**config.mk**
```make
export PLATFORM = sky130hd
export DESIGN_NAME = irq_ctrl
export DESIGN_NICKNAME = d
export VERILOG_FILES = /design/src/rtl/irq_ctrl_pkg.sv /design/src/rtl/irq_cfg_regs.sv /design/src/rtl/irq_ext_trig.sv /design/src/rtl/irq_arbiter.sv /design/src/rtl/irq_seq.sv /design/src/rtl/irq_ctrl.sv
export SDC_FILE = /design/constraint.sdc
export NUM_CORES = 1
export LEC_CHECK = 0
export BUFFER_PORTS_ARGS = -buffer_cell sky130_fd_sc_hd__buf_4
export CORE_ASPECT_RATIO = 0.9
export CORE_UTILIZATION = 35
export CTS_BUF_LIST = sky130_fd_sc_hd__clkbuf_2
export CTS_CLUSTER_SIZE = 28
export DETAILED_ROUTE_END_ITERATION = 12
export GPL_ROUTABILITY_DRIVEN = 0
export PLACE_DENSITY_LB_ADDON = 0.12
export SLEW_MARGIN = 5
export SYNTH_ARGS = -nofsm -noshare
export SYNTH_HDL_FRONTEND = slang
export SYNTH_SLANG_ARGS = --single-unit
```
**constraint.sdc**
```tcl
create_clock -name clk -period 2 [get_ports clk]
set_input_delay 0.3 -clock clk [delete_from_list [all_inputs] [get_ports clk]]
set_output_delay 0.3 -clock clk [all_outputs]
set_load 0.02 [all_outputs]
```
**src/rtl/irq_ctrl_pkg.sv**
```systemverilog
package irq_ctrl_pkg;
    localparam int NUM_SRC    = 5;
    localparam int SRC_IDX_W  = $clog2(NUM_SRC);
    localparam int NUM_EXT    = 2;
    localparam int NUM_TMR    = 2;
    localparam int NUM_LVL    = 2;
    localparam int LVL_LO     = 0;
    localparam int LVL_HI     = 1;
    localparam int VEC_W      = 16;
    localparam int VEC_BASE   = 3;
    localparam int VEC_STRIDE = 8;

    // register addresses on the write port
    localparam int CFG_ENABLE = 0;
    localparam int CFG_PRIO   = 1;
    localparam int CFG_MODE   = 2;

    typedef logic [SRC_IDX_W-1:0] src_idx_t;

    typedef enum logic [1:0] {
        SEQ_IDLE  = 2'd0,
        SEQ_PEND  = 2'd1,
        SEQ_GRANT = 2'd2
    } seq_state_e;

    // external pin e sits at source index 2e, timer t at 2t+1
    function automatic int ext_src(input int e);
        return 2 * e;
    endfunction

    function automatic int tmr_src(input int t);
        return 2 * t + 1;
    endfunction

    function automatic logic [VEC_W-1:0] vec_of(input src_idx_t idx);
        return VEC_W'(VEC_BASE) + VEC_W'(idx) * VEC_W'(VEC_STRIDE);
    endfunction
endpackage

```
**src/rtl/irq_cfg_regs.sv**
```systemverilog
module irq_cfg_regs
    import irq_ctrl_pkg::*;
#(
    parameter int DATA_W = 8,
    parameter int ADDR_W = 2
) (
    input  logic               clk,
    input  logic               rst_n,
    input  logic               wr_en,
    input  logic [ADDR_W-1:0]  wr_addr,
    input  logic [DATA_W-1:0]  wr_data,
    output logic [NUM_SRC-1:0] src_en,
    output logic               glob_en,
    output logic [NUM_SRC-1:0] prio,
    output logic [NUM_EXT-1:0] edge_mode
);
    localparam int GLOBAL_BIT = DATA_W - 1;

    logic cfg_unused;
    assign cfg_unused = ^wr_data[GLOBAL_BIT-1:NUM_SRC];

    always_ff @(posedge clk) begin
        if (!rst_n) begin
            src_en    <= '0;
            glob_en   <= 1'b0;
            prio      <= '0;
            edge_mode <= '0;
        end else if (wr_en) begin
            case (wr_addr)
                ADDR_W'(CFG_ENABLE): begin
                    src_en  <= wr_data[NUM_SRC-1:0];
                    glob_en <= wr_data[GLOBAL_BIT];
                end
                ADDR_W'(CFG_PRIO): prio      <= wr_data[NUM_SRC-1:0];
                ADDR_W'(CFG_MODE): edge_mode <= wr_data[NUM_EXT-1:0];
                default: ;
            endcase
        end
    end

    // a write to an address leaves the other registers untouched
    a_r2_prio_hold: assert property (@(posedge clk) disable iff (!rst_n)
        (!wr_en || wr_addr != ADDR_W'(CFG_PRIO)) |=> $stable(prio));
endmodule

```
**src/rtl/irq_ext_trig.sv**
```systemverilog
module irq_ext_trig #(
    parameter int SYNC_STAGES = 2
) (
    input  logic clk,
    input  logic rst_n,
    input  logic pin_n,
    input  logic edge_mode,
    input  logic clr,
    output logic req
);
    logic [SYNC_STAGES-1:0] sync_q;
    logic                   prev_q;
    logic                   latch_q;
    logic                   latch_d;
    logic                   synced;
    logic                   fall;

    assign synced = sync_q[SYNC_STAGES-1];
    assign fall   = prev_q & ~synced;

    always_comb begin
        if (!edge_mode)  latch_d = 1'b0;
        else if (fall)   latch_d = 1'b1;
        else if (clr)    latch_d = 1'b0;
        else             latch_d = latch_q;
    end

    always_ff @(posedge clk) begin
        if (!rst_n) begin
            sync_q  <= '1;
            prev_q  <= 1'b1;
            latch_q <= 1'b0;
        end else begin
            sync_q  <= {sync_q[SYNC_STAGES-2:0], pin_n};
            prev_q  <= synced;
            latch_q <= latch_d;
        end
    end

    assign req = edge_mode ? latch_q : ~synced;

    // a synchronized fall in edge mode leaves a pending latch
    a_r9_fall_latches: assert property (@(posedge clk) disable iff (!rst_n)
        (edge_mode && $fell(synced)) |=> latch_q);

    // without a fall, only a grant empties the latch
    a_r9_latch_holds: assert property (@(posedge clk) disable iff (!rst_n)
        (edge_mode && latch_q && !clr) |=> (latch_q || !$past(edge_mode) || !edge_mode));

    // level mode never keeps a latched edge
    a_r10_level_empty: assert property (@(posedge clk) disable iff (!rst_n)
        !edge_mode |=> !latch_q);
endmodule

```
**src/rtl/irq_arbiter.sv**
```systemverilog
module irq_arbiter
    import irq_ctrl_pkg::*;
(
    input  logic               clk,
    input  logic               rst_n,
    input  logic [NUM_SRC-1:0] pend,
    input  logic [NUM_SRC-1:0] src_en,
    input  logic               glob_en,
    input  logic [NUM_SRC-1:0] prio,
    input  logic               isr_hi,
    input  logic               isr_lo,
    output logic               win_valid,
    output src_idx_t           win_idx,
    output logic               win_hi
);
    logic [NUM_SRC-1:0] elig;
    logic [NUM_SRC-1:0] hi_set;
    logic [NUM_SRC-1:0] lo_set;

    function automatic src_idx_t first_set(input logic [NUM_SRC-1:0] v);
        src_idx_t r;
        r = '0;
        for (int i = NUM_SRC - 1; i >= 0; i--) begin
            if (v[i]) r = src_idx_t'(i);
        end
        return r;
    endfunction

    always_comb begin
        elig      = pend & src_en & {NUM_SRC{glob_en}};
        hi_set    = elig & prio;
        lo_set    = elig & ~prio;
        win_valid = 1'b0;
        win_hi    = 1'b0;
        win_idx   = '0;
        if (!isr_hi && (|hi_set)) begin
            win_valid = 1'b1;
            win_hi    = 1'b1;
            win_idx   = first_set(hi_set);
        end else if (!isr_hi && !isr_lo && (|lo_set)) begin
            win_valid = 1'b1;
            win_idx   = first_set(lo_set);
        end
    end

    // a winner is always an enabled, pending source behind the gate
    a_r3_winner_enabled: assert property (@(posedge clk) disable iff (!rst_n)
        win_valid |-> (glob_en && pend[win_idx] && src_en[win_idx]));

    // a low-level winner means no enabled high-level source is pending
    a_r5_hi_first: assert property (@(posedge clk) disable iff (!rst_n)
        (win_valid && !win_hi) |-> ((pend & src_en & prio) == '0));

    // nothing is chosen while the high level is in service
    a_r6_hi_blocks: assert property (@(posedge clk) disable iff (!rst_n)
        isr_hi |-> !win_valid);

    // a low-level winner needs both levels idle
    a_r6_lo_blocks: assert property (@(posedge clk) disable iff (!rst_n)
        (win_valid && !win_hi) |-> !isr_lo);
endmodule

```
**src/rtl/irq_seq.sv**
```systemverilog
module irq_seq
    import irq_ctrl_pkg::*;
(
    input  logic               clk,
    input  logic               rst_n,
    input  logic               win_valid,
    input  src_idx_t           win_idx,
    input  logic               win_hi,
    input  logic               ack,
    input  logic               reti,
    output logic               irq_req,
    output logic [VEC_W-1:0]   irq_vector,
    output logic [NUM_LVL-1:0] in_service,
    output logic               accept,
    output src_idx_t           src_q,
    output logic [NUM_TMR-1:0] tmr_clr
);
    seq_state_e         state_q;
    seq_state_e         state_d;
    logic               load;
    logic               lvl_q;
    logic [NUM_LVL-1:0] isr_q;
    logic [NUM_LVL-1:0] isr_d;

    // next state: raise, repoll, withdraw, accept, finish
    always_comb begin
        state_d = state_q;
        load    = 1'b0;
        unique case (state_q)
            SEQ_IDLE: begin
                if (win_valid) begin
                    state_d = SEQ_PEND;
                    load    = 1'b1;
                end
            end
            SEQ_PEND: begin
                if (ack) begin
                    state_d = SEQ_GRANT;
                end else if (!win_valid) begin
                    state_d = SEQ_IDLE;
                end else begin
                    load = 1'b1;
                end
            end
            SEQ_GRANT: state_d = SEQ_IDLE;
            default:   state_d = SEQ_IDLE;
        endcase
    end

    always_comb begin
        isr_d = isr_q;
        if (reti) begin
            if (isr_q[LVL_HI]) isr_d[LVL_HI] = 1'b0;
            else               isr_d[LVL_LO] = 1'b0;
        end
        if (accept) isr_d[lvl_q] = 1'b1;
    end

    // state register
    always_ff @(posedge clk) begin
        if (!rst_n) begin
            state_q <= SEQ_IDLE;
            src_q   <= '0;
            lvl_q   <= 1'b0;
            isr_q   <= '0;
        end else begin
            state_q <= state_d;
            isr_q   <= isr_d;
            if (load) begin
                src_q <= win_idx;
                lvl_q <= win_hi;
            end
        end
    end

    // outputs
    always_comb begin
        irq_req    = (state_q == SEQ_PEND);
        accept     = (state_q == SEQ_PEND) && ack;
        irq_vector = (state_q == SEQ_PEND) ? vec_of(src_q) : '0;
        in_service = isr_q;
        for (int t = 0; t < NUM_TMR; t++) begin
            tmr_clr[t] = (state_q == SEQ_GRANT) && (src_q == src_idx_t'(tmr_src(t)));
        end
    end

    // a request never rises while the high level is in service
    a_r6_no_raise_hi: assert property (@(posedge clk) disable iff (!rst_n)
        $rose(irq_req) |-> !$past(isr_q[LVL_HI]));

    // an accepted high-level vector marks the high level busy
    a_r8_accept_hi: assert property (@(posedge clk) disable iff (!rst_n)
        (accept && lvl_q) |=> isr_q[LVL_HI]);

    // an accepted low-level vector marks the low level busy
    a_r8_accept_lo: assert property (@(posedge clk) disable iff (!rst_n)
        (accept && !lvl_q) |=> isr_q[LVL_LO]);

    // a return with the high level busy frees it
    a_r8_reti_hi: assert property (@(posedge clk) disable iff (!rst_n)
        (reti && isr_q[LVL_HI] && !(accept && lvl_q)) |=> !isr_q[LVL_HI]);

    // a timer clear strobe only follows an accept
    a_r11_clr_after_accept: assert property (@(posedge clk) disable iff (!rst_n)
        (|tmr_clr) |-> $past(accept));

    // a pending request with no eligible source and no ack is withdrawn
    a_r12_withdraw: assert property (@(posedge clk) disable iff (!rst_n)
        (irq_req && !win_valid && !ack) |=> !irq_req);
endmodule

```
**src/rtl/irq_ctrl.sv**
```systemverilog
module irq_ctrl
    import irq_ctrl_pkg::*;
#(
    parameter int DATA_W      = 8,
    parameter int ADDR_W      = 2,
    parameter int SYNC_STAGES = 2
) (
    input  logic               clk,
    input  logic               rst_n,
    input  logic               cfg_wr,
    input  logic [ADDR_W-1:0]  cfg_addr,
    input  logic [DATA_W-1:0]  cfg_wdata,
    input  logic               tmr0_ovf,
    input  logic               tmr1_ovf,
    input  logic               ext0_n,
    input  logic               ext1_n,
    input  logic               ser_rx_flag,
    input  logic               ser_tx_flag,
    input  logic               irq_ack,
    input  logic               irq_reti,
    output logic               irq_req,
    output logic [VEC_W-1:0]   irq_vector,
    output logic [NUM_LVL-1:0] in_service,
    output logic [NUM_TMR-1:0] tmr_clr
);
    logic [NUM_SRC-1:0] src_en;
    logic               glob_en;
    logic [NUM_SRC-1:0] prio;
    logic [NUM_EXT-1:0] edge_mode;
    logic [NUM_EXT-1:0] ext_pin_n;
    logic [NUM_EXT-1:0] ext_req;
    logic [NUM_TMR-1:0] tmr_flag;
    logic [NUM_SRC-1:0] pend;
    logic               win_valid;
    src_idx_t           win_idx;
    logic               win_hi;
    logic               accept;
    src_idx_t           src_q;

    assign ext_pin_n = {ext1_n, ext0_n};
    assign tmr_flag  = {tmr1_ovf, tmr0_ovf};

    irq_cfg_regs #(.DATA_W(DATA_W), .ADDR_W(ADDR_W)) u_regs (
        .clk       (clk),
        .rst_n     (rst_n),
        .wr_en     (cfg_wr),
        .wr_addr   (cfg_addr),
        .wr_data   (cfg_wdata),
        .src_en    (src_en),
        .glob_en   (glob_en),
        .prio      (prio),
        .edge_mode (edge_mode)
    );

    for (genvar e = 0; e < NUM_EXT; e++) begin : g_ext
        irq_ext_trig #(.SYNC_STAGES(SYNC_STAGES)) u_trig (
            .clk       (clk),
            .rst_n     (rst_n),
            .pin_n     (ext_pin_n[e]),
            .edge_mode (edge_mode[e]),
            .clr       (accept && (src_q == src_idx_t'(ext_src(e)))),
            .req       (ext_req[e])
        );
        assign pend[ext_src(e)] = ext_req[e];
    end

    for (genvar t = 0; t < NUM_TMR; t++) begin : g_tmr
        assign pend[tmr_src(t)] = tmr_flag[t];
    end

    assign pend[NUM_SRC-1] = ser_rx_flag | ser_tx_flag;

    irq_arbiter u_arb (
        .clk       (clk),
        .rst_n     (rst_n),
        .pend      (pend),
        .src_en    (src_en),
        .glob_en   (glob_en),
        .prio      (prio),
        .isr_hi    (in_service[LVL_HI]),
        .isr_lo    (in_service[LVL_LO]),
        .win_valid (win_valid),
        .win_idx   (win_idx),
        .win_hi    (win_hi)
    );

    irq_seq u_seq (
        .clk        (clk),
        .rst_n      (rst_n),
        .win_valid  (win_valid),
        .win_idx    (win_idx),
        .win_hi     (win_hi),
        .ack        (irq_ack),
        .reti       (irq_reti),
        .irq_req    (irq_req),
        .irq_vector (irq_vector),
        .in_service (in_service),
        .accept     (accept),
        .src_q      (src_q),
        .tmr_clr    (tmr_clr)
    );

    // a new request only rises when the global gate was open
    a_r3_raise_gated: assert property (@(posedge clk) disable iff (!rst_n)
        $rose(irq_req) |-> $past(glob_en));

    // the vector is zero whenever no request is shown
    a_r7_vec_idle: assert property (@(posedge clk) disable iff (!rst_n)
        !irq_req |-> (irq_vector == '0));
endmodule

```
; Word-level counts from Yosys, hierarchy flattened
; Index checks and enable logic that the tools add are counted.
[word_totals]
mem_bits_ro = 0
latchBits = 0
register_bits = 29
n_memories = 0
ram_bits = 0
input_bits = 21
output_inout_bits = 21
elab_cells = 95
[classes]
shifts = 0
bitwise_logic = 11
div_mod_pow = 0
multipliers = 0
n_reduce_logical = 24
n_lt_le_gt_ge = 2
muxes = 34
n_addsub = 1
eq_ne = 9
[ops]
columns = cell, n
row1 = $mux W3, 12
row2 = $and A5 B5 Y5, 4
row3 = $mux W16, 1
row4 = $mux W1, 13
row5 = $reduce_and A2 Y1, 6
row6 = $mux W2, 5
row7 = $reduce_or A5 Y1, 2
row8 = $logic_and A1 B1 Y1, 9
row9 = $add A2 B6 Y7 const A, 1
row10 = $eq A3 B2 Y1 const B, 2
row11 = $not A5 Y5, 1
row12 = $eq A2 B1 Y1 const B, 2
row13 = $eq A2 B2 Y1 const B, 2
row14 = $logic_not A2 Y1, 2
row15 = $pmux W2 S2, 1
row16 = $reduce_bool A2 Y1, 2
row17 = $eq A3 B1 Y1 const B, 1
row18 = $logic_not A3 Y1, 1
row19 = $ne A3 B3 Y1 const B, 1
row20 = $and A1 B1 Y1, 2
row21 = $logic_not A1 Y1, 2
row22 = $lt A1 B2 Y1 const B, 1
row23 = $ne A2 B1 Y1 const B, 1
row24 = $not A1 Y1, 2
row25 = other kinds (5), 5

; Longest topological paths before layout
; Gate-level depths: netlist of run 1.
[depth]
word_depth = 12
mapped_depth = 7
depth_no_buf = 6

; Cells and area by module
; Synthesis of run 1 repeated with hierarchy kept, for this count alone.
[unflattened]
cells_unflattened = 168
hier_area_um2 = 1535.2
[by_module_without_submodules]
columns = module, n_inst, area_each_um2, cells_per_inst
row1 = irq_cfg_regs, 1, 505.5, 50
row2 = irq_seq, 1, 473.0, 55
row3 = irq_ext_trig, 2, 140.1, 13
row4 = irq_arbiter, 1, 242.7, 34
row5 = irq_ctrl, 1, 33.8, 3

; Worst setup path before layout of run 1
; Ideal clock, no wire load.
[synth_timing]
kind = register to register
start = register u_regs.glob_en
end = register u_seq.state_q[0]
path_stages_with_launch = 8
required_time_ps = 1887
arrival_ps = 1533
n_path_buf = 1
synth_period_minus_slack_ps = 1645
path_slack_ps = 355
path_cell_list = dfxtp_1 > buf_6 > o211ai_1 > nor2_2 > o41ai_4 > a211oi_4 > or2_4 > and2_4
[synth_between]
elab_chain_len = 8
word_cells_on_any_way = 12
[synth_lines]
columns = element, line
row1 = from (decl), irq_cfg_regs.sv:13  ; output logic glob_en,
row2 = from (signal assigned), irq_cfg_regs.sv:32  ; glob_en <= wr_data[GLOBAL_BIT];
row3 = $and A5 B5 Y5 *, irq_arbiter.sv:30  ; elig = pend & src_en & {NUM_SRC{glob_en}};
row4 = $and A5 B5 Y5, irq_arbiter.sv:32  ; lo_set = elig & ~prio;
row5 = $reduce_or A5 Y1, irq_arbiter.sv:40  ; end else if (!isr_hi && !isr_lo && (|lo_set)) begin
row6 = $logic_and A1 B1 Y1, irq_arbiter.sv:40
row7 = $mux W1, irq_arbiter.sv:40
row8 = $mux W1 *, irq_arbiter.sv:36  ; if (!isr_hi && (|hi_set)) begin
row9 = $ne A3 B3 Y1 (no source line) / $ne A2 B1 Y1 (equally long branches), --
row10 = $reduce_and A2 Y1 (no source line) *, --
row11 = to (signal assigned), irq_seq.sv:67  ; state_q <= state_d;
row12 = to (decl), irq_seq.sv:18  ; seq_state_e state_q;
; Every way passes the cells marked *; elsewhere a longest branch is shown, timed or not.
; A chain may end at the register's enable or synchronous reset.

; Final worst setup path of run 1
[layout_timing]
start = register u_regs.edge_mode[1]
end = register u_seq.state_q[0]
[layout_between]
elab_chain_len = 10
word_cells_on_any_way = 14
[layout_lines]
columns = element, line
row1 = from (decl), irq_cfg_regs.sv:15  ; output logic [NUM_EXT-1:0] edge_mode
row2 = from (signal assigned), irq_cfg_regs.sv:35  ; ADDR_W'(CFG_MODE): edge_mode <= wr_data[NUM_EXT-1:0];
row3 = $mux W1 *, irq_ext_trig.sv:40  ; assign req = edge_mode ? latch_q : ~synced;
row4 = $and A5 B5 Y5 * (2 in a row), irq_arbiter.sv:30
row5 = $and A5 B5 Y5, irq_arbiter.sv:32
row6 = $reduce_or A5 Y1, irq_arbiter.sv:40
row7 = $logic_and A1 B1 Y1, irq_arbiter.sv:40
row8 = $mux W1, irq_arbiter.sv:40
row9 = $mux W1 *, irq_arbiter.sv:36
row10 = $ne A3 B3 Y1 (no source line) / $ne A2 B1 Y1 (equally long branches), --
row11 = $reduce_and A2 Y1 (no source line) *, --
; Marks and branches as above.

==> results of run 1 <==
==> path summary, 6_finish.rpt <==
path | from | end | slack (ns) | depth (start not counted)
max | u_regs.edge_mode[1]$_SDFFE_PN0P_ | u_seq.state_q[0]$_SDFFE_PN0P_ | 0.20 | 6
min | ext0_n | g_ext[0].u_trig.sync_q[0]$_SDFF_PN1_ | 0.11 | 2
max reg2reg | u_regs.edge_mode[1]$_SDFFE_PN0P_ | u_seq.state_q[0]$_SDFFE_PN0P_ | 0.20 | 6
min reg2reg | g_ext[1].u_trig.sync_q[0]$_SDFF_PN1_ | g_ext[1].u_trig.sync_q[1]$_SDFF_PN1_ | 0.43 | 1
==> sequential cells by signal, summed over array words and instances, names as in the netlist <==
| register | cells |
|---|---|
| u_regs.prio | 5 |
| g_ext.u_trig.sync_q | 4 |
| u_seq.src_q | 3 |
| u_regs.src_en | 5 |
| g_ext.u_trig.latch_q | 2 |
| u_regs.edge_mode | 2 |
| g_ext.u_trig.prev_q | 2 |
| u_seq.in_service | 2 |
| u_seq.state_q | 2 |
| u_seq.lvl_q | 1 |
| u_regs.glob_en | 1 |
==> layout make-up <==
cell class / count / share of cell area
clock inverters: 3 / 0.0227
inverters: 6 / 0.0124
multi-input cells: 118 / 0.474
well taps: 60 / 0.0413
repair buffers: 28 / 0.116
flip-flops and latches: 29 / 0.320
clock buffers: 5 / 0.0138
==> layer usage <==
layer	up-vias	global-route usage
li1	597	-
met3	5	0.0368
met1	553	0.166
met2	43	0.229
met5	-	0
met4	0	0.0760
==> synthesized netlist by cell type, types with 2 or more instances <==
cell type,number
sky130_fd_sc_hd__nand3_1,4
sky130_fd_sc_hd__nor4b_4,2
sky130_fd_sc_hd__nor2_1,7
sky130_fd_sc_hd__nand2b_1,8
sky130_fd_sc_hd__o211ai_1,2
sky130_fd_sc_hd__nor2b_1,17
sky130_fd_sc_hd__inv_1,6
sky130_fd_sc_hd__nand3b_1,3
sky130_fd_sc_hd__nand2_2,2
sky130_fd_sc_hd__and2_1,3
sky130_fd_sc_hd__mux2i_1,13
sky130_fd_sc_hd__a21oi_1,3
sky130_fd_sc_hd__clkbuf_1,4
sky130_fd_sc_hd__dfxtp_1,29
sky130_fd_sc_hd__nor2b_4,2
sky130_fd_sc_hd__nand4_1,4
sky130_fd_sc_hd__nand4b_1,2
sky130_fd_sc_hd__o21ai_0,4
sky130_fd_sc_hd__nand2_1,8
sky130_fd_sc_hd__a31oi_1,2
sky130_fd_sc_hd__buf_4,15
sky130_fd_sc_hd__o31ai_1,3
==> power by group through the flow <==
stage,Sequential [W],Clock (W),Combinational (W)
6_report,0.000603,0.000422,0.000106
5_1_grt,0.000606,0.000454,0.000117
4_1_cts,0.000603,0.000435,0.000107
3_5_place_dp,0.000615,0,0.000107
3_3_place_gp,0.000615,0,0.000104
2_1_floorplan,0.000611,0,0.0000857
==> through the flow <==
step,utilization,hold slack [ns]
2_1_floorplan,-,0.386
3_3_place_gp,0.418,0.390
3_5_place_dp,0.418,0.396
4_1_cts,0.434,0.0821
5_1_grt,0.435,0.0833
6_report,0.435,0.105
==> worst max-delay path: cells and delay by family, from the launching register on <==
kind | cells | cell delay, ns
flip-flops | 1 | 0.44
AO/OA/AOI/OAI | 2 | 0.56
AND/OR/NAND/NOR | 4 | 0.72
==> logic make-up after synthesis <==
group / after synthesis / share of synthesized area
buffers and inverters: 26 / 0.103
AO/OA/AOI/OAI: 22 / 0.126
AND/OR/NAND/NOR: 72 / 0.314
flip-flops: 29 / 0.371
other: 1 / 0.00240
multiplexers: 13 / 0.0832
==> results.ini, run 1 <==
[clocking]
postCtsSetupBuffers=0
clk-insertion-delay-late_ns=0.37
tritoncts.num_buffers=5
cts_sink_count=29
cts_hold_buffers=0
post_cts.resized_instances=0
cts_max_level=2
tritoncts=built
clock_edge_transition_at_the_registers_on_the_reported_setup_and_hold_paths_ns=0.15
cts_max_path_buffers=2
clk_root_buffer_cell=sky130_fd_sc_hd__clkbuf_2

[synth]
post-synth-top-area-cell=sky130_fd_sc_hd__dfxtp_1
syn_area_mm2=0.00156
synth_ff_type=sky130_fd_sc_hd__dfxtp_1
syn-instance-count=163
average_cell_area_after_synthesis_um2=9.60
synth-seq-area-share=0.371
netlist-cell-type-count=42
top_area_cell_type_share_of_the_netlist_area=0.371
yosys_register_bits=29
ys_top_cells_by_area=sky130_fd_sc_hd__dfxtp_1, sky130_fd_sc_hd__mux2i_1, sky130_fd_sc_hd__buf_4, sky130_fd_sc_hd__nor2b_1, sky130_fd_sc_hd__nand2b_1
synth-edff-count=0
yosysWarnings=0
async_flop_share=0

[drt]
drc=0
drt_iter0_drc=49
highest_layer=met4
post_drt_wl_per_cell_um=12.3
vias=1198
post_drt_via_cell_ratio=4.81
met2WireLength_mm=1.41
m1WireLength_mm=1.45
detailroute.wirelength.met3_um=162
drt_first_pass_iters=4
drt-total-wl_mm=3.07
ant_nets=0

[power_and_ir_drop]
p_clk_frac=0.373
pwr_density_cell_mw_per_mm2=622
internal_power_summed_over_all_cells_w=0.000850
power_switching_share=0.249
p_sw_w=0.000281
sequentialPowerShare=0.533
power.combinational.fraction=0.094
cellLeakagePower_nw=0.742
worst_ir_drop_vdd_mv=0.330
pwr_total_w=0.00113

[sta]
worst_max_slew_margin_expressed_relative_to_the_limit=0.545
worstMarginPinSlew_ns=0.680
finalSetupViolations=0
fmax_mhz=554
final-max-slew-violation-count=0
final_min_period_over_clock_period=0.902
postLayoutSetupSlackWorst_ns=0.195
period_needed_ns=1.80
tns_ns=0
finClkSkew_ns=0.0179
rsz_0062_raised_after_global_routing=no
final_hold_viol_count=0

[finish]
area_growth_syn_to_layout_pct=16.2
multiInputGateArea_um2=862
design_area_mm2=0.00182
instances_no_fill=249
area_taken_by_flip_flops_and_latches_um2=582
nFillCells=432
share_of_post_route_cells_with_drive_strength_above_1=0.280
finalNetCount=209
final_cell_mix=sky130_fd_sc_hd__dfxtp_1, sky130_fd_sc_hd__buf_4, sky130_fd_sc_hd__nor2b_1
antenna_cells=0

[worst_setup_path]
critPathArrivalTime_ns=2.08
classification_of_the_worst_setup_path=reg -> reg
crit_path_cell_trace=nor2b_4 -> nor4b_4 -> o41ai_4 -> a211oi_4 -> or2_4 -> and2_4
worstPathRequired_ns=2.28
critical_path.slowest_cell=sky130_fd_sc_hd__o41ai_4
critPathMaxStageDelay_ns=0.46
worst-path-max-fanout=5
cp-start-kind=flip-flop
kind_of_capture_point_of_the_worst_setup_path=flip-flop

[min_path]
worstHoldPathType=in -> reg

[die]
fp-row-count=22
design.portCount=42
initial_utilization=0.374
die-area_mm2=0.00474
coreArea_mm2=0.00418
chipHeight_um=65.4
width_of_the_die_um=72.5

[place]
dpl_cell_area_mm2=0.00175
preCtsSetupSlack_ns=0.123
dpl.hpwl_mm=2.31
io_buffer_count=28
place_inst=241

[global_routing]
grt.overflow.total=0
grt_first_pass_wirelength_mm=4.97
initial_antenna_violation_count=0
grt_pass1_vias=1148
grt_max_degree=31
groute.usage.overall=0.140

[run_status]
status=finished clean

[job]
max_cap_viol_count=0

Power figures use the tool's default switching activity.
==> run 2, diff against run 1 <==
Settings changed: ABC_AREA set to 1.
==> results.ini, run 2 <==
[finish]
final_core_utilization=0.432
largest_registers=u_regs.prio (5), u_regs.src_en (5), g_ext.u_trig.sync_q (4)
antenna_cells=0
area_growth_syn_to_layout_pct=17.3
share_of_post_route_cells_with_drive_strength_above_1=0.257
mostFrequentLayoutCell=sky130_fd_sc_hd__nor2_1
finalNetCount=257
final_cell_mix=sky130_fd_sc_hd__nor2_1, sky130_fd_sc_hd__dfxtp_1, sky130_fd_sc_hd__buf_4

[die]
width_of_the_die_um=71.2
chipHeight_um=64.3
design.portCount=42
die-area_mm2=0.00458
coreArea_mm2=0.00410
initial_utilization=0.368
fp-row-count=22

[worst_setup_path]
kind_of_capture_point_of_the_worst_setup_path=output pin
worst-path-max-fanout=5
worstPathRequired_ns=1.70
cp-start-kind=flip-flop
classification_of_the_worst_setup_path=reg -> out
critPathArrivalTime_ns=1.39

[place]
io_buffer_count=28
dpl.hpwl_mm=2.32

[clocking]
tritoncts=built
cts_max_level=2
clk_root_buffer_cell=sky130_fd_sc_hd__clkbuf_2
clock_edge_transition_at_the_registers_on_the_reported_setup_and_hold_paths_ns=0.15
cts_max_path_buffers=2
post_cts.resized_instances=0
clk-insertion-delay-late_ns=0.37
cts_sink_count=29
postCtsSetupBuffers=0
cts_hold_buffers=0
tritoncts.num_buffers=5

[drt]
drt-total-wl_mm=2.94
vias=1301
post_drt_via_cell_ratio=4.56
drc=2
drt_first_pass_iters=8
drt_iter0_drc=42
ant_nets=0
post_drt_wl_per_cell_um=10.3

[global_routing]
grt_max_degree=21
groute.usage.overall=0.149
grt_first_pass_wirelength_mm=5.17
grt_pass1_vias=1229
initial_antenna_violation_count=0
grt.overflow.total=0

[power_and_ir_drop]
worst_ir_drop_vdd_mv=0.429
pwr_density_cell_mw_per_mm2=649
pwr_total_w=0.00115
cellLeakagePower_nw=0.786

[synth]
netlist-cell-type-count=25
syn-instance-count=207
yosysWarnings=0
syn_area_mm2=0.00151
post-synth-top-area-cell=sky130_fd_sc_hd__dfxtp_1
synth_commonest_cells=sky130_fd_sc_hd__nor2_1, sky130_fd_sc_hd__dfxtp_1, sky130_fd_sc_hd__nand2_1
yosys_register_bits=29
synth-edff-count=0
synth-seq-area-share=0.385
synth_ff_type=sky130_fd_sc_hd__dfxtp_1
ys_top_cells_by_area=sky130_fd_sc_hd__dfxtp_1, sky130_fd_sc_hd__nor2_1, sky130_fd_sc_hd__buf_4, sky130_fd_sc_hd__nand2_1, sky130_fd_sc_hd__inv_1
yosys.cell_count.top_type=sky130_fd_sc_hd__nor2_1
async_flop_share=0
top_area_cell_type_share_of_the_netlist_area=0.385
average_cell_area_after_synthesis_um2=7.29

[run_status]
status=finished, violations left
failed_checks=DRC

[sta]
finClkSkew_ns=0.00939
final_hold_viol_count=0
fmax_mhz=593
rsz_0062_raised_after_global_routing=no
final-max-slew-violation-count=0
final_min_period_over_clock_period=0.843
tns_ns=0
finalSetupViolations=0
period_needed_ns=1.69

[min_path]
worstHoldPathType=in -> reg

[job]
max_cap_viol_count=0

==> run 2: layout make-up <==
type                    count  area [µm²]
clock buffers               5        25.0
clock inverters             3        41.3
fillers                   450        2330
inverters                  29         109
multi-input cells         142         737
flip-flops and latches     29         581
well taps                  48        60.1
repair buffers             29         218
==> run 2: per-layer routing <==
metal / part of all wire / GRT usage
met1: 0.53 / 0.189
met2: 0.41 / 0.224
met3: 0.040 / 0.0426
met4: 0.024 / 0.0900
met5: 0 / 0
==> run 2: stage by stage <==
step | std cells | hold slack, ns | setup slack [ns] | cell area, µm²
2_1_floorplan | 217 | 0.393 | 0.502 | 1550
3_3_place_gp | 277 | 0.394 | 0.444 | 1700
3_5_place_dp | 277 | 0.401 | 0.464 | 1700
4_1_cts | 285 | 0.0656 | 0.293 | 1770
5_1_grt | 285 | 0.0333 | 0.125 | 1770
6_report | 285 | 0.0990 | 0.315 | 1770
==> run 2: path summary, 6_finish.rpt <==
| path | startpoint | endpoint | slack, ns | cells past startpoint |
|---|---|---|---|---|
| worst max register to register | u_regs.glob_en$_SDFFE_PN0P_ | u_seq.src_q[1]$_SDFFE_PN0P_ | 0.47 | 9 |
| worst min-delay path | ext0_n | g_ext[0].u_trig.sync_q[0]$_SDFF_PN1_ | 0.1 | 2 |
| worst min register to register | g_ext[0].u_trig.sync_q[0]$_SDFF_PN1_ | g_ext[0].u_trig.sync_q[1]$_SDFF_PN1_ | 0.43 | 1 |
| worst max-delay path | u_seq.state_q[0]$_SDFFE_PN0P_ | irq_vector[5] | 0.31 | 5 |
==> run 2: where the power goes <==
| part | total [W] | leakage, nW | internal [W] | switching (W) |
|---|---|---|---|---|
| registers | 0.000610 | 0.237 | 0.000599 | 0.0000110 |
| clock network | 0.000422 | 0.0366 | 0.000207 | 0.000215 |
| logic | 0.000117 | 0.513 | 0.0000446 | 0.0000721 |
==> run 2: cell families after synthesis <==
family | count (synthesis) | share of synthesized area
simple gates | 100 | 0.349
compound gates | 31 | 0.112
buf+inv | 46 | 0.152
flops | 29 | 0.385
other cells | 1 | 0.00249
==> run 2: critical path, cell delays in order (launching register included) <==
cell and delay, ns:
sky130_fd_sc_hd__dfxtp_1 0.36, sky130_fd_sc_hd__inv_1 0.05, sky130_fd_sc_hd__nor2_1 0.24, sky130_fd_sc_hd__inv_1 0.11, sky130_fd_sc_hd__nor2_1 0.11, sky130_fd_sc_hd__buf_4 0.15
==> run 3, diff against run 2 <==
Clock period 2 ns to 1.4 ns, I/O delays scaled along.
==> results.ini, run 3 (synthesis results as in run 2) <==
[job]
max_cap_viol_count=0

[drt]
drt-total-wl_mm=3.36
ant_nets=0
drc=2
drt_iter0_drc=65
post_drt_wl_per_cell_um=11.2
drt_first_pass_iters=8
post_drt_via_cell_ratio=4.62
vias=1392

[global_routing]
grt.overflow.total=0
grt_pass1_vias=1291
groute.usage.overall=0.160
initial_antenna_violation_count=0
grt_first_pass_wirelength_mm=5.60
grt_max_degree=20

[die]
width_of_the_die_um=71.2
fp-row-count=22
coreArea_mm2=0.00410
design.portCount=42
die-area_mm2=0.00458
chipHeight_um=64.3
initial_utilization=0.368

[clocking]
cts_max_path_buffers=2
tritoncts=built
cts_max_level=2
clk-insertion-delay-late_ns=0.37
cts_sink_count=29
clk_root_buffer_cell=sky130_fd_sc_hd__clkbuf_2
tritoncts.num_buffers=5
clock_edge_transition_at_the_registers_on_the_reported_setup_and_hold_paths_ns=0.17

[sta]
finalSetupViolations=4
period_needed_ns=1.48
fmax_mhz=678
final_min_period_over_clock_period=1.05
finClkSkew_ns=0.0183
postLayoutSetupSlackWorst_ns=-0.0751
rsz_0062_raised_after_global_routing=yes
final-max-slew-violation-count=0
final_hold_viol_count=0

[finish]
final_cell_mix=sky130_fd_sc_hd__buf_4, sky130_fd_sc_hd__nor2_1, sky130_fd_sc_hd__inv_1, sky130_fd_sc_hd__dfxtp_1, sky130_fd_sc_hd__nand2_1
instances_no_fill=301
share_of_post_route_cells_with_drive_strength_above_1=0.451
area_growth_syn_to_layout_pct=40.5
largest_registers=u_regs.prio (5), u_regs.src_en (5), g_ext.u_trig.sync_q (4)
final_core_utilization=0.517
mostFrequentLayoutCell=sky130_fd_sc_hd__buf_4
antenna_cells=0
finalNetCount=273

[place]
io_buffer_count=28
dpl.hpwl_mm=2.44
place_inst=289

[worst_setup_path]
classification_of_the_worst_setup_path=reg -> out
r2r.worst_path.cells=9
critPathArrivalTime_ns=1.27
kind_of_capture_point_of_the_worst_setup_path=output pin
worstPathRequired_ns=1.19
rr_endpoint=u_seq.src_q[0]$_SDFFE_PN0P_
r2r_startpoint=u_regs.glob_en$_SDFFE_PN0P_
reg2reg_setup_slack_ns=0.03
cp-start-kind=flip-flop
worst-path-max-fanout=4

[min_path]
worstHoldPathType=in -> reg
worst_min_delay_path_startpoint=cfg_wdata[7]
min_delay_worst_endpoint=u_regs.glob_en$_SDFFE_PN0P_
worstHoldPathCells=3

[run_status]
failed_checks=DRC, setup timing
status=finished, violations left

[power_and_ir_drop]
pwr_total_w=0.00188
cellLeakagePower_nw=0.907
worst_ir_drop_vdd_mv=0.412
pwr_density_cell_mw_per_mm2=885

## run 3: area by class of cell
type                    count  area, µm²
flip-flops and latches     29        596
multi-input cells         142        893
clock inverters             3       65.1
well taps                  48       60.1
inverters                  29        115
repair buffers             45        365
clock buffers               5       25.0
fillers                   394       1980
## run 3: timing repair
item                       in CTS  in global routing
setup endpoints to repair       9                 13
gates resized for setup        28                 34
buffers inserted                1                  1
hold buffers                    2                  0
hold endpoints to repair        2                  0
pin swaps                       9                 11
## run 3: power breakdown
| part | switching [W] | internal [W] |
|---|---|---|
| registers | 0.0000227 | 0.000856 |
| clock network | 0.000317 | 0.000479 |
| logic | 0.000118 | 0.0000832 |
| total | 0.000457 | 0.00142 |
## run 3: per-layer routing
metal  global-route usage  up-vias  part of all wire
met4               0.0625        0             0.019
met3               0.0457        8             0.043
li1                     -      731                 -
met5                    0        -                 0
met2                0.260       28              0.46
met1                0.200      625              0.48
## run 3: worst max-delay path: stages, from the launching register on
cell	delay (ns)
sky130_fd_sc_hd__dfxtp_2	0.41
sky130_fd_sc_hd__inv_2	0.08
sky130_fd_sc_hd__nor4_4	0.22
sky130_fd_sc_hd__buf_4	0.18
## run 3: how the worst max path moves through the flow
stage	from	endpoint	slack, ns	cells past startpoint
final	u_seq.src_q[1]$_SDFFE_PN0P_	tmr_clr[1]	-0.08	3
after global routing	u_seq.src_q[0]$_SDFFE_PN0P_	tmr_clr[1]	-0.15	3
after CTS	u_seq.src_q[0]$_SDFFE_PN0P_	tmr_clr[1]	-0.07	3
after detailed placement	u_regs.glob_en$_SDFFE_PN0P_	u_seq.src_q[1]$_SDFFE_PN0P_	-0.08	11
after global placement	u_regs.glob_en$_SDFFE_PN0P_	u_seq.src_q[1]$_SDFFE_PN0P_	-0.06	11
after floorplan	u_regs.edge_mode[1]$_SDFFE_PN0P_	u_seq.src_q[1]$_SDFFE_PN0P_	0.11	11
## run 3: through the flow
| step | setup TNS, ns | area, µm² | worst slack, ns | hold slack [ns] |
|---|---|---|---|---|
| after floorplan | 0 | 1550 | 0.106 | 0.317 |
| after global placement | -0.170 | 1800 | -0.0609 | 0.394 |
| after detailed placement | -0.199 | 1800 | -0.0759 | 0.399 |
| after CTS | -0.113 | 1990 | -0.0671 | 0.0396 |
| after global routing | -0.836 | 2120 | -0.151 | 0.0455 |
| final | -0.166 | 2120 | -0.0751 | 0.0554 |
